### config.mk
export PLATFORM = sky130hd
export DESIGN_NAME = pgm_page_buffer
export DESIGN_NICKNAME = d
export VERILOG_FILES = /design/src/rtl/pgm_pkg.sv /design/src/rtl/pgm_fill_store.sv /design/src/rtl/pgm_commit_sweep.sv /design/src/rtl/pgm_page_buffer.sv
export SDC_FILE = /design/constraint.sdc
export NUM_CORES = 2
export LEC_CHECK = 0
export BUFFER_PORTS_ARGS = -buffer_cell sky130_fd_sc_hd__buf_2
export CORE_ASPECT_RATIO = 1.25
export CORE_MARGIN = 3
export CORE_UTILIZATION = 35
export DETAILED_ROUTE_END_ITERATION = 7
export GPL_TIMING_DRIVEN = 0
export HOLD_SLACK_MARGIN = 0.15
export SYNTH_ARGS = -nofsm -noshare
export SYNTH_HDL_FRONTEND = slang
export SYNTH_SLANG_ARGS = --single-unit
### constraint.sdc
create_clock -name clk -period 4.3 [get_ports clk]
set_input_delay 0.215 -clock clk [delete_from_list [all_inputs] [get_ports clk]]
set_output_delay 0.215 -clock clk [all_outputs]
set_load 0.005 [all_outputs]
### src/rtl/pgm_pkg.sv
package pgm_pkg;
  typedef enum logic [1:0] {
    ST_IDLE,
    ST_FILL,
    ST_BUSY
  } pgm_state_e;
endpackage

### src/rtl/pgm_fill_store.sv
// Page staging storage: data bytes, written-offset mask and the wrapping offset.
module pgm_fill_store #(
  parameter int PAGE_BYTES = 256,
  parameter int OFF_W      = $clog2(PAGE_BYTES)
) (
  input  logic                  clk,
  input  logic                  rst_n,
  input  logic                  begin_cmd,
  input  logic [OFF_W-1:0]      start_off,
  input  logic                  push,
  input  logic [7:0]            push_data,
  input  logic [OFF_W-1:0]      rd_idx,
  output logic [PAGE_BYTES-1:0] mask,
  output logic                  have_byte,
  output logic [7:0]            rd_byte
);
  logic [7:0]       store [PAGE_BYTES];
  logic [OFF_W-1:0] wr_off;

  // Offset wraps inside the page because its width equals the page index width.
  always_ff @(posedge clk) begin
    if (!rst_n) begin
      wr_off    <= '0;
      mask      <= '0;
      have_byte <= 1'b0;
    end else if (begin_cmd) begin
      wr_off    <= start_off;
      mask      <= '0;
      have_byte <= 1'b0;
    end else if (push) begin
      wr_off         <= wr_off + 1'b1;
      mask[wr_off]   <= 1'b1;
      have_byte      <= 1'b1;
    end
  end

  always_ff @(posedge clk) begin
    if (push) store[wr_off] <= push_data;
  end

  assign rd_byte = store[rd_idx];

  assert_push_marks_R5: assert property (@(posedge clk) disable iff (!rst_n)
    push |=> have_byte);
  assert_start_clears_R5: assert property (@(posedge clk) disable iff (!rst_n)
    begin_cmd |=> (mask == '0));
endmodule

### src/rtl/pgm_commit_sweep.sv
// Walks every page offset; marked offsets get a read then an AND-merged write.
module pgm_commit_sweep #(
  parameter int PAGE_BYTES = 256,
  parameter int OFF_W      = $clog2(PAGE_BYTES),
  parameter int ADDR_W     = 17,
  localparam int PG_W      = ADDR_W - OFF_W
) (
  input  logic                  clk,
  input  logic                  rst_n,
  input  logic                  go,
  input  logic [PG_W-1:0]       page_base,
  input  logic [PAGE_BYTES-1:0] mask,
  input  logic [7:0]            buf_byte,
  input  logic [7:0]            arr_rdata,
  output logic [OFF_W-1:0]      sweep_idx,
  output logic [ADDR_W-1:0]     arr_addr,
  output logic                  arr_rd_en,
  output logic                  arr_wr_en,
  output logic [7:0]            arr_wdata,
  output logic                  done
);
  logic run, phase;
  logic last;

  assign last = (sweep_idx == OFF_W'(PAGE_BYTES - 1));

  always_ff @(posedge clk) begin
    if (!rst_n) begin
      run       <= 1'b0;
      phase     <= 1'b0;
      sweep_idx <= '0;
      done      <= 1'b1;
    end else if (go) begin
      run       <= 1'b1;
      phase     <= 1'b0;
      sweep_idx <= '0;
      done      <= 1'b0;
    end else if (run) begin
      if (!phase && mask[sweep_idx]) begin
        phase <= 1'b1;
      end else begin
        phase <= 1'b0;
        if (last) begin
          run  <= 1'b0;
          done <= 1'b1;
        end else begin
          sweep_idx <= sweep_idx + 1'b1;
        end
      end
    end
  end

  assign arr_addr  = {page_base, sweep_idx};
  assign arr_rd_en = run && !phase && mask[sweep_idx];
  assign arr_wr_en = run && phase;
  assign arr_wdata = arr_rdata & buf_byte;

  assert_wr_marked_R5: assert property (@(posedge clk) disable iff (!rst_n)
    arr_wr_en |-> mask[sweep_idx]);
  assert_rd_before_wr_R6: assert property (@(posedge clk) disable iff (!rst_n)
    arr_wr_en |-> $past(arr_rd_en));
  assert_access_exclusive_R6: assert property (@(posedge clk) disable iff (!rst_n)
    !(arr_wr_en && arr_rd_en));
endmodule

### src/rtl/pgm_page_buffer.sv
module pgm_page_buffer #(
  parameter int ADDR_W     = 17,
  parameter int PAGE_BYTES = 256,
  parameter int CYCLE_LEN  = 600,
  localparam int OFF_W     = $clog2(PAGE_BYTES),
  localparam int PG_W      = ADDR_W - OFF_W,
  localparam int CNT_W     = $clog2(CYCLE_LEN + 1)
) (
  input  logic              clk,
  input  logic              rst_n,
  input  logic              cmd_start,
  input  logic [ADDR_W-1:0] start_addr,
  input  logic              in_valid,
  input  logic [7:0]        in_data,
  output logic              in_ready,
  input  logic              cmd_end,
  input  logic              end_aligned,
  input  logic              wel_in,
  input  logic              page_ok,
  output logic              wip,
  output logic              wel_clr,
  output logic [ADDR_W-1:0] arr_addr,
  output logic              arr_rd_en,
  input  logic [7:0]        arr_rdata,
  output logic              arr_wr_en,
  output logic [7:0]        arr_wdata
);
  import pgm_pkg::*;

  pgm_state_e             state;
  logic [PG_W-1:0]        page_q;
  logic [CNT_W-1:0]       cnt;
  logic [PAGE_BYTES-1:0]  mask;
  logic                   have_byte, commit_done, accept, begin_cmd, push, go;
  logic [OFF_W-1:0]       sweep_idx;
  logic [7:0]             buf_byte;

  assign begin_cmd = (state == ST_IDLE) && cmd_start;
  assign in_ready  = (state == ST_FILL) && !cmd_end;
  assign push      = in_valid && in_ready;
  assign accept    = end_aligned && wel_in && page_ok && have_byte;
  assign go        = (state == ST_FILL) && cmd_end && accept;
  assign wip       = (state == ST_BUSY);

  always_ff @(posedge clk) begin
    if (!rst_n) begin
      state   <= ST_IDLE;
      page_q  <= '0;
      cnt     <= '0;
      wel_clr <= 1'b0;
    end else begin
      wel_clr <= 1'b0;
      unique case (state)
        ST_IDLE: if (cmd_start) begin
          state  <= ST_FILL;
          page_q <= start_addr[ADDR_W-1:OFF_W];
        end
        ST_FILL: if (cmd_end) begin
          if (accept) begin
            state   <= ST_BUSY;
            cnt     <= '0;
            wel_clr <= 1'b1;
          end else begin
            state <= ST_IDLE;
          end
        end
        ST_BUSY: begin
          if (cnt == CNT_W'(CYCLE_LEN - 1)) begin
            if (commit_done) state <= ST_IDLE;
          end else begin
            cnt <= cnt + 1'b1;
          end
        end
        default: state <= ST_IDLE;
      endcase
    end
  end

  pgm_fill_store #(.PAGE_BYTES(PAGE_BYTES), .OFF_W(OFF_W)) fill_i (
    .clk       (clk),
    .rst_n     (rst_n),
    .begin_cmd (begin_cmd),
    .start_off (start_addr[OFF_W-1:0]),
    .push      (push),
    .push_data (in_data),
    .rd_idx    (sweep_idx),
    .mask      (mask),
    .have_byte (have_byte),
    .rd_byte   (buf_byte)
  );

  pgm_commit_sweep #(.PAGE_BYTES(PAGE_BYTES), .OFF_W(OFF_W), .ADDR_W(ADDR_W)) sweep_i (
    .clk       (clk),
    .rst_n     (rst_n),
    .go        (go),
    .page_base (page_q),
    .mask      (mask),
    .buf_byte  (buf_byte),
    .arr_rdata (arr_rdata),
    .sweep_idx (sweep_idx),
    .arr_addr  (arr_addr),
    .arr_rd_en (arr_rd_en),
    .arr_wr_en (arr_wr_en),
    .arr_wdata (arr_wdata),
    .done      (commit_done)
  );

  assert_wr_inside_wip_R9: assert property (@(posedge clk) disable iff (!rst_n)
    arr_wr_en |-> wip);
  assert_sweep_done_at_end_R9: assert property (@(posedge clk) disable iff (!rst_n)
    $fell(wip) |-> commit_done);
  assert_wel_single_R10: assert property (@(posedge clk) disable iff (!rst_n)
    wel_clr |=> !wel_clr);
  assert_wel_at_rise_R10: assert property (@(posedge clk) disable iff (!rst_n)
    $rose(wip) |-> wel_clr);
  assert_ready_not_busy_R2: assert property (@(posedge clk) disable iff (!rst_n)
    in_ready |-> !wip);
  assert_start_ignored_busy_R11: assert property (@(posedge clk) disable iff (!rst_n)
    (wip && cmd_start) |=> !in_ready);
endmodule

; Yosys cells after proc, flatten, opt, wreduce, memory -nomap -nowiden
; Memories as Yosys holds them, arrays and structs flattened. A register that Yosys moved wholly into a read port is not among the register bits.
; Index checks and enable logic that the tools add are counted.
[op_classes]
addsub = 3
magnitude_cmp = 3
eq_ne = 11
n_mux = 30
n_bitwise = 5
reduce_logical = 28
[op_table]
columns = cell, n
row1 = 256-bit OR, 1
row2 = 8-bit 2-to-1 mux, 4
row3 = 10-bit 2-to-1 mux, 3
row4 = 10-bit case mux with 2 select lines, 1
row5 = 8-bit by 9-bit less-than comparator with 1-bit output (second input constant), 2
row6 = 8-bit by 1-bit adder with 8-bit output (second input constant), 2
row7 = 1-bit 2-to-1 mux, 14
row8 = 1-bit logical AND, 13
row9 = 10-bit by 1-bit adder with 10-bit output (second input constant), 1
row10 = 10-bit equality test (second input constant), 1
row11 = 2-bit 2-to-1 mux, 5
row12 = 2-bit != test (second input constant), 5
row13 = 3-bit AND reduction, 3
row14 = 8-bit AND, 1
row15 = 1-bit binary-select mux with 8-bit select, 1
row16 = 1-bit demux with 8-bit select, 1
row17 = 8-bit equality test (second input constant), 1
row18 = 8-bit by 1-bit >= comparator with 1-bit output (second input constant), 1
row19 = 4-bit AND reduction, 2
row20 = 2-bit nonzero test, 4
row21 = 2-bit case mux with 3 select lines, 1
row22 = 2-bit by 1-bit != test with 1-bit output (second input constant), 2
row23 = 2-bit OR reduction, 2
row24 = 1-bit NOT, 3
row25 = other kinds (5), 6
[word_totals]
ff_bits = 298
mem_bits_rw = 2048
in_bits = 41
out_inout_bits = 30
word_cells = 92
mem_count = 1
[mem_list]
columns = name, words, word_bits, rd, rd_ports_with_merged_regs, wr, line
row1 = fill_i.store, 256, 8, 1, 1, 1, pgm_fill_store.sv:17  ; logic [7:0] store [PAGE_BYTES];

; Longest topological paths before layout
[logic_depth]
ltp_word = 7
depth_mapped = 13
mapped_depth_nobuf = 9

; Cells and area by module
; A second synthesis with hierarchy kept.
[hier_totals]
hier_cells = 4996
hier_area_um2 = 90926.0
[by_module_without_submodules]
columns = mod, n_inst, cells_each, area_per_inst_um2, seq_area_each_um2
row1 = pgm_fill_store, 1, 4607, 86902.1, 66804.1
row2 = pgm_commit_sweep, 1, 276, 3004.1, 220.2
row3 = pgm_page_buffer, 1, 113, 1019.7, 440.4

; Worst setup path before layout
; Ideal clock, no wire load.
[synth_timing]
path_kind = register -> output
from = register with a tool-made name
to = output port arr_wdata[1]
arrival_ns = 2.907
t_required_ns = 4.085
path_slack_ns = 1.178
path_stages_with_launch = 10
path_buffers = 3
path_cell_list = dfxtp_1 -> buf_2 -> buf_2 -> clkbuf_1 -> mux4_2 -> mux4_2 -> mux4_2 -> mux2i_1 -> nand2_1 -> o211a_1
[synth_lines]
columns = item, line
row1 = "end, declared", pgm_page_buffer.sv:26  ; output logic [7:0] arr_wdata

==> results.sh <==
export IMPL_worst_path_max_delay_cell="sky130_fd_sc_hd__mux4_2"
export IMPL_grt_util_all_layers_pct=19.88
export IMPL_nets=4883
export IMPL_critical_path_startpoint_type="flop"
export IMPL_status="finished, violations left"
export IMPL_final_hold_worst_slack_ps=220.3
export IMPL_clock_sink_count=2354
export IMPL_worstPathMaxFanout=10
export IMPL_critical_path_top_delay_family="multiplexers"
export IMPL_hold_violations=0
export IMPL_dominantRegCellSynth="sky130_fd_sc_hd__edfxtp_1"
export IMPL_synthToLayoutAreaGrowth_pct=15.90
export IMPL_leakage_nw=31.41
export IMPL_number_of_buffers_inserted_by_port_buffering=70
export IMPL_failed_checks="negative setup slack"
export IMPL_peakVddDrop_mv=0.3851
export IMPL_postRouteAntennaNets=0
export IMPL_crit_arrival_ps=4300
export IMPL_period_minus_slack_ps=4517
export IMPL_min_period_over_period_pct=105.0
export IMPL_synth_distinct_cells=57
export IMPL_ys_async_sr_fraction_pct=0
export IMPL_crit_buf_inv=3
export IMPL_drcViolationCount=0
export IMPL_synth_xor_area_share_pct=0.05812
export IMPL_slew_headroom_pct=1.796
export IMPL_crit_path_frequent_cell="sky130_fd_sc_hd__mux4_2"
export IMPL_yosysWarningCount=0
export IMPL_worst_setup_path_end_kind="output pin"
export IMPL_yosys_area_share_simple_pct=4.054
export IMPL_placed_wire_length_estimate_after_detailed_placement_mm=180.8
export IMPL_row_count=208
export IMPL_critical_path_max_stage_delay_ps=610
export IMPL_dr_total_vias=46287
export IMPL_rsz_0062_raised_after_global_routing="yes"
export IMPL_setup_viol_count_final=8
export IMPL_synthesis_nets=4515
export IMPL_ys_seq_area_share_pct=74.79
export IMPL_core_region_area_mm2=0.2569
export IMPL_worst_skew_pair_late_latency_ps=950
export IMPL_worst_ep_required_time_ps=4090
export IMPL_htree_levels=4
export IMPL_synth_compound_area_share_pct=1.119
export IMPL_preCtsSetupSlack_ps=-1355
export IMPL_placed_cells=7916
export IMPL_final_setup_worst_slack_ps=-216.7
export IMPL_highest_count_cells_in_the_layout_ignoring_fill_and_taps="2048 x sky130_fd_sc_hd__edfxtp_1, 735 x sky130_fd_sc_hd__nor2_1, 724 x sky130_fd_sc_hd__mux4_2"
export IMPL_dominant_combinational_cell_family_by_area_after_synthesis="multiplexers"
export IMPL_tns_ps=-1494
export IMPL_cp_cell_sequence="clkbuf_8 > clkbuf_2 > mux4_2 > mux4_2 > mux4_2 > mux2i_4 > nand2_1 > o211a_1 > buf_2"
export IMPL_detail_route_vias_per_cell=5.524
export IMPL_worst_slew_pin_transition_ps=1473
export IMPL_post_synth_inst_count=4468
export IMPL_drive_gt1_share_pct=27.73
export IMPL_syn_cell_area_mm2=0.09042
export IMPL_number_of_synthesized_flops_with_an_enable_pin=2048
export IMPL_timing_max_cap_violations=0
export IMPL_timing_setup_critical_path_class="flop to output pin"
export IMPL_placed_area_mm2=0.09550
export IMPL_path_clk_slew_ps=60
export IMPL_clock_skew_ps=89.78
export IMPL_cts_tree="yes"
export IMPL_synth_area_per_cell_um2=20.24
export IMPL_first_pass_grt_wire_length_mm=369.7
export IMPL_dieWidth_um=460.6
export IMPL_first_iter_violations=5612
export IMPL_power_per_cell_area_mw_per_mm2=427.5
export IMPL_routedWlPerCell_um=31.68
export IMPL_mostFrequentLayoutCell="sky130_fd_sc_hd__edfxtp_1"
export IMPL_die_height_um=574.3
export IMPL_report_power_total_mw=44.80
export IMPL_tritoncts_num_buffers=223
export IMPL_synth_adder_area_share_pct=0.08302
export IMPL_globalRoute_totalOverflow=0
export IMPL_timing_max_transition_violations_final=0
export IMPL_synth_ff_latch_count=2354
export IMPL_final_weighted_congestion_in_routability_driven_placement=0.9050
export IMPL_finish_instance_area_mm2=0.1048
export IMPL_initial_standard_cell_utilization_of_the_core_pct=35.20
export IMPL_drt_pass1_iterations=5
export IMPL_fmaxAchievable_mhz=221.4
export IMPL_final_util_pct=40.80
export IMPL_worstHoldPathType="input port to flop"
export IMPL_count_of_non_filler_cells_in_the_finished_layout=8379
export IMPL_postRouteWirelength_mm=265.4
export IMPL_design_die_area_mm2=0.2645
export IMPL_cts_root_buf="sky130_fd_sc_hd__clkbuf_16"
export IMPL_post_synth_mux_area_share_pct=18.67
export IMPL_ioPinCount=71
export IMPL_first_global_vias=47061
export IMPL_grt_start_max_net_pins=157
export IMPL_clock_path_buffers=4
export IMPL_antenna_violations_before_repair=10
## Yosys cell counts, types with 10 or more instances
cell type | instances | area [µm²]
sky130_fd_sc_hd__nor2_1 | 750 | 2815
sky130_fd_sc_hd__clkbuf_1 | 163 | 611.8
sky130_fd_sc_hd__nand2_1 | 88 | 330.3
sky130_fd_sc_hd__buf_1 | 25 | 93.84
sky130_fd_sc_hd__nand3_1 | 17 | 85.08
sky130_fd_sc_hd__o21ba_2 | 25 | 250.2
sky130_fd_sc_hd__mux2i_1 | 43 | 430.4
sky130_fd_sc_hd__mux4_2 | 724 | 16310
sky130_fd_sc_hd__nor2b_1 | 10 | 62.56
sky130_fd_sc_hd__nor3_1 | 10 | 50.05
sky130_fd_sc_hd__a21oi_1 | 34 | 170.2
sky130_fd_sc_hd__mux2_2 | 13 | 146.4
sky130_fd_sc_hd__edfxtp_1 | 2048 | 61500
sky130_fd_sc_hd__dfxtp_1 | 306 | 6126
sky130_fd_sc_hd__buf_2 | 60 | 300.3
sky130_fd_sc_hd__o21ai_0 | 14 | 70.07
## cell families (layout without fill, tap and decap cells)
group | after synthesis | in the layout
AOI/OAI and AO/OA | 136 | 136
xor gates and xnor gates | 6 | 6
adders and majority gates | 6 | 6
buffers and inverters | 264 | 812
DFF | 2354 | 2354
muxes | 780 | 780
other | 0 | 3
and+or+nand+nor | 922 | 922
## routing by layer
layer	share of wire [%]	up-vias	global-route usage [%]
li1	-	18814	-
met1	36	24767	23.63
met2	50	2065	33.83
met3	7.1	629	3.500
met4	7.0	12	11.78
met5	0.032	-	0
## path summary, 6_finish.rpt
check | startpoint | end | slack [ps] | depth (start not counted)
setup / recovery | flop | arr_wdata[1] | -220 | 9
hold / removal | start_addr[13] | page_q[5] | 220 | 4
setup reg to reg | sweep_i.sweep_idx[0] | flop | 160 | 11
hold reg to reg | page_q[1] | page_q[1] | 450 | 2
## repair_timing
item | 4_1_cts | 5_1_grt
setup endpoints to repair | 129 | 9
setup buffers | 4 | 8
cloned | 8 | 3
gates resized for setup | 471 | 40
pin swaps | 8 | 3
hold buffers | 34 | 0
endpoints found under the hold margin | 975 | 0
## tightest hold or removal path: stages
cell                            delay (ps)
sky130_fd_sc_hd__dlygate4sd3_1         540
sky130_fd_sc_hd__buf_2                 120
sky130_fd_sc_hd__nand2_1                50
sky130_fd_sc_hd__a21oi_1                50
## where the power goes
group	internal (mW)	switching (mW)	leakage (nW)
clock	10.7	8.52	3.42
sequential	24.8	0.0114	20.9
combinational	0.136	0.632	7.12
total	35.6	9.16	31.4
## final cells by class
type | instances | area (µm²)
buffer | 254 | 2357
tap | 3360 | 4204
multi-input combinational | 1850 | 21960
clock inverter | 99 | 850.8
fill | 22316 | 152100
inverter | 9 | 33.78
timing repair buffer | 144 | 1609
antenna | 3 | 7.507
sequential | 2354 | 67640
clock buffer | 306 | 6143
## sequential cells by signal, summed over array words and instances, names as in the netlist, 2 cells and up, named ones only
register,count
fill_i.store,2048
fill_i.mask,256
cnt,10
page_q,9
fill_i.wr_off,8
sweep_i.sweep_idx,8
state,2
Note: power is estimated with default switching activity, not from simulation.
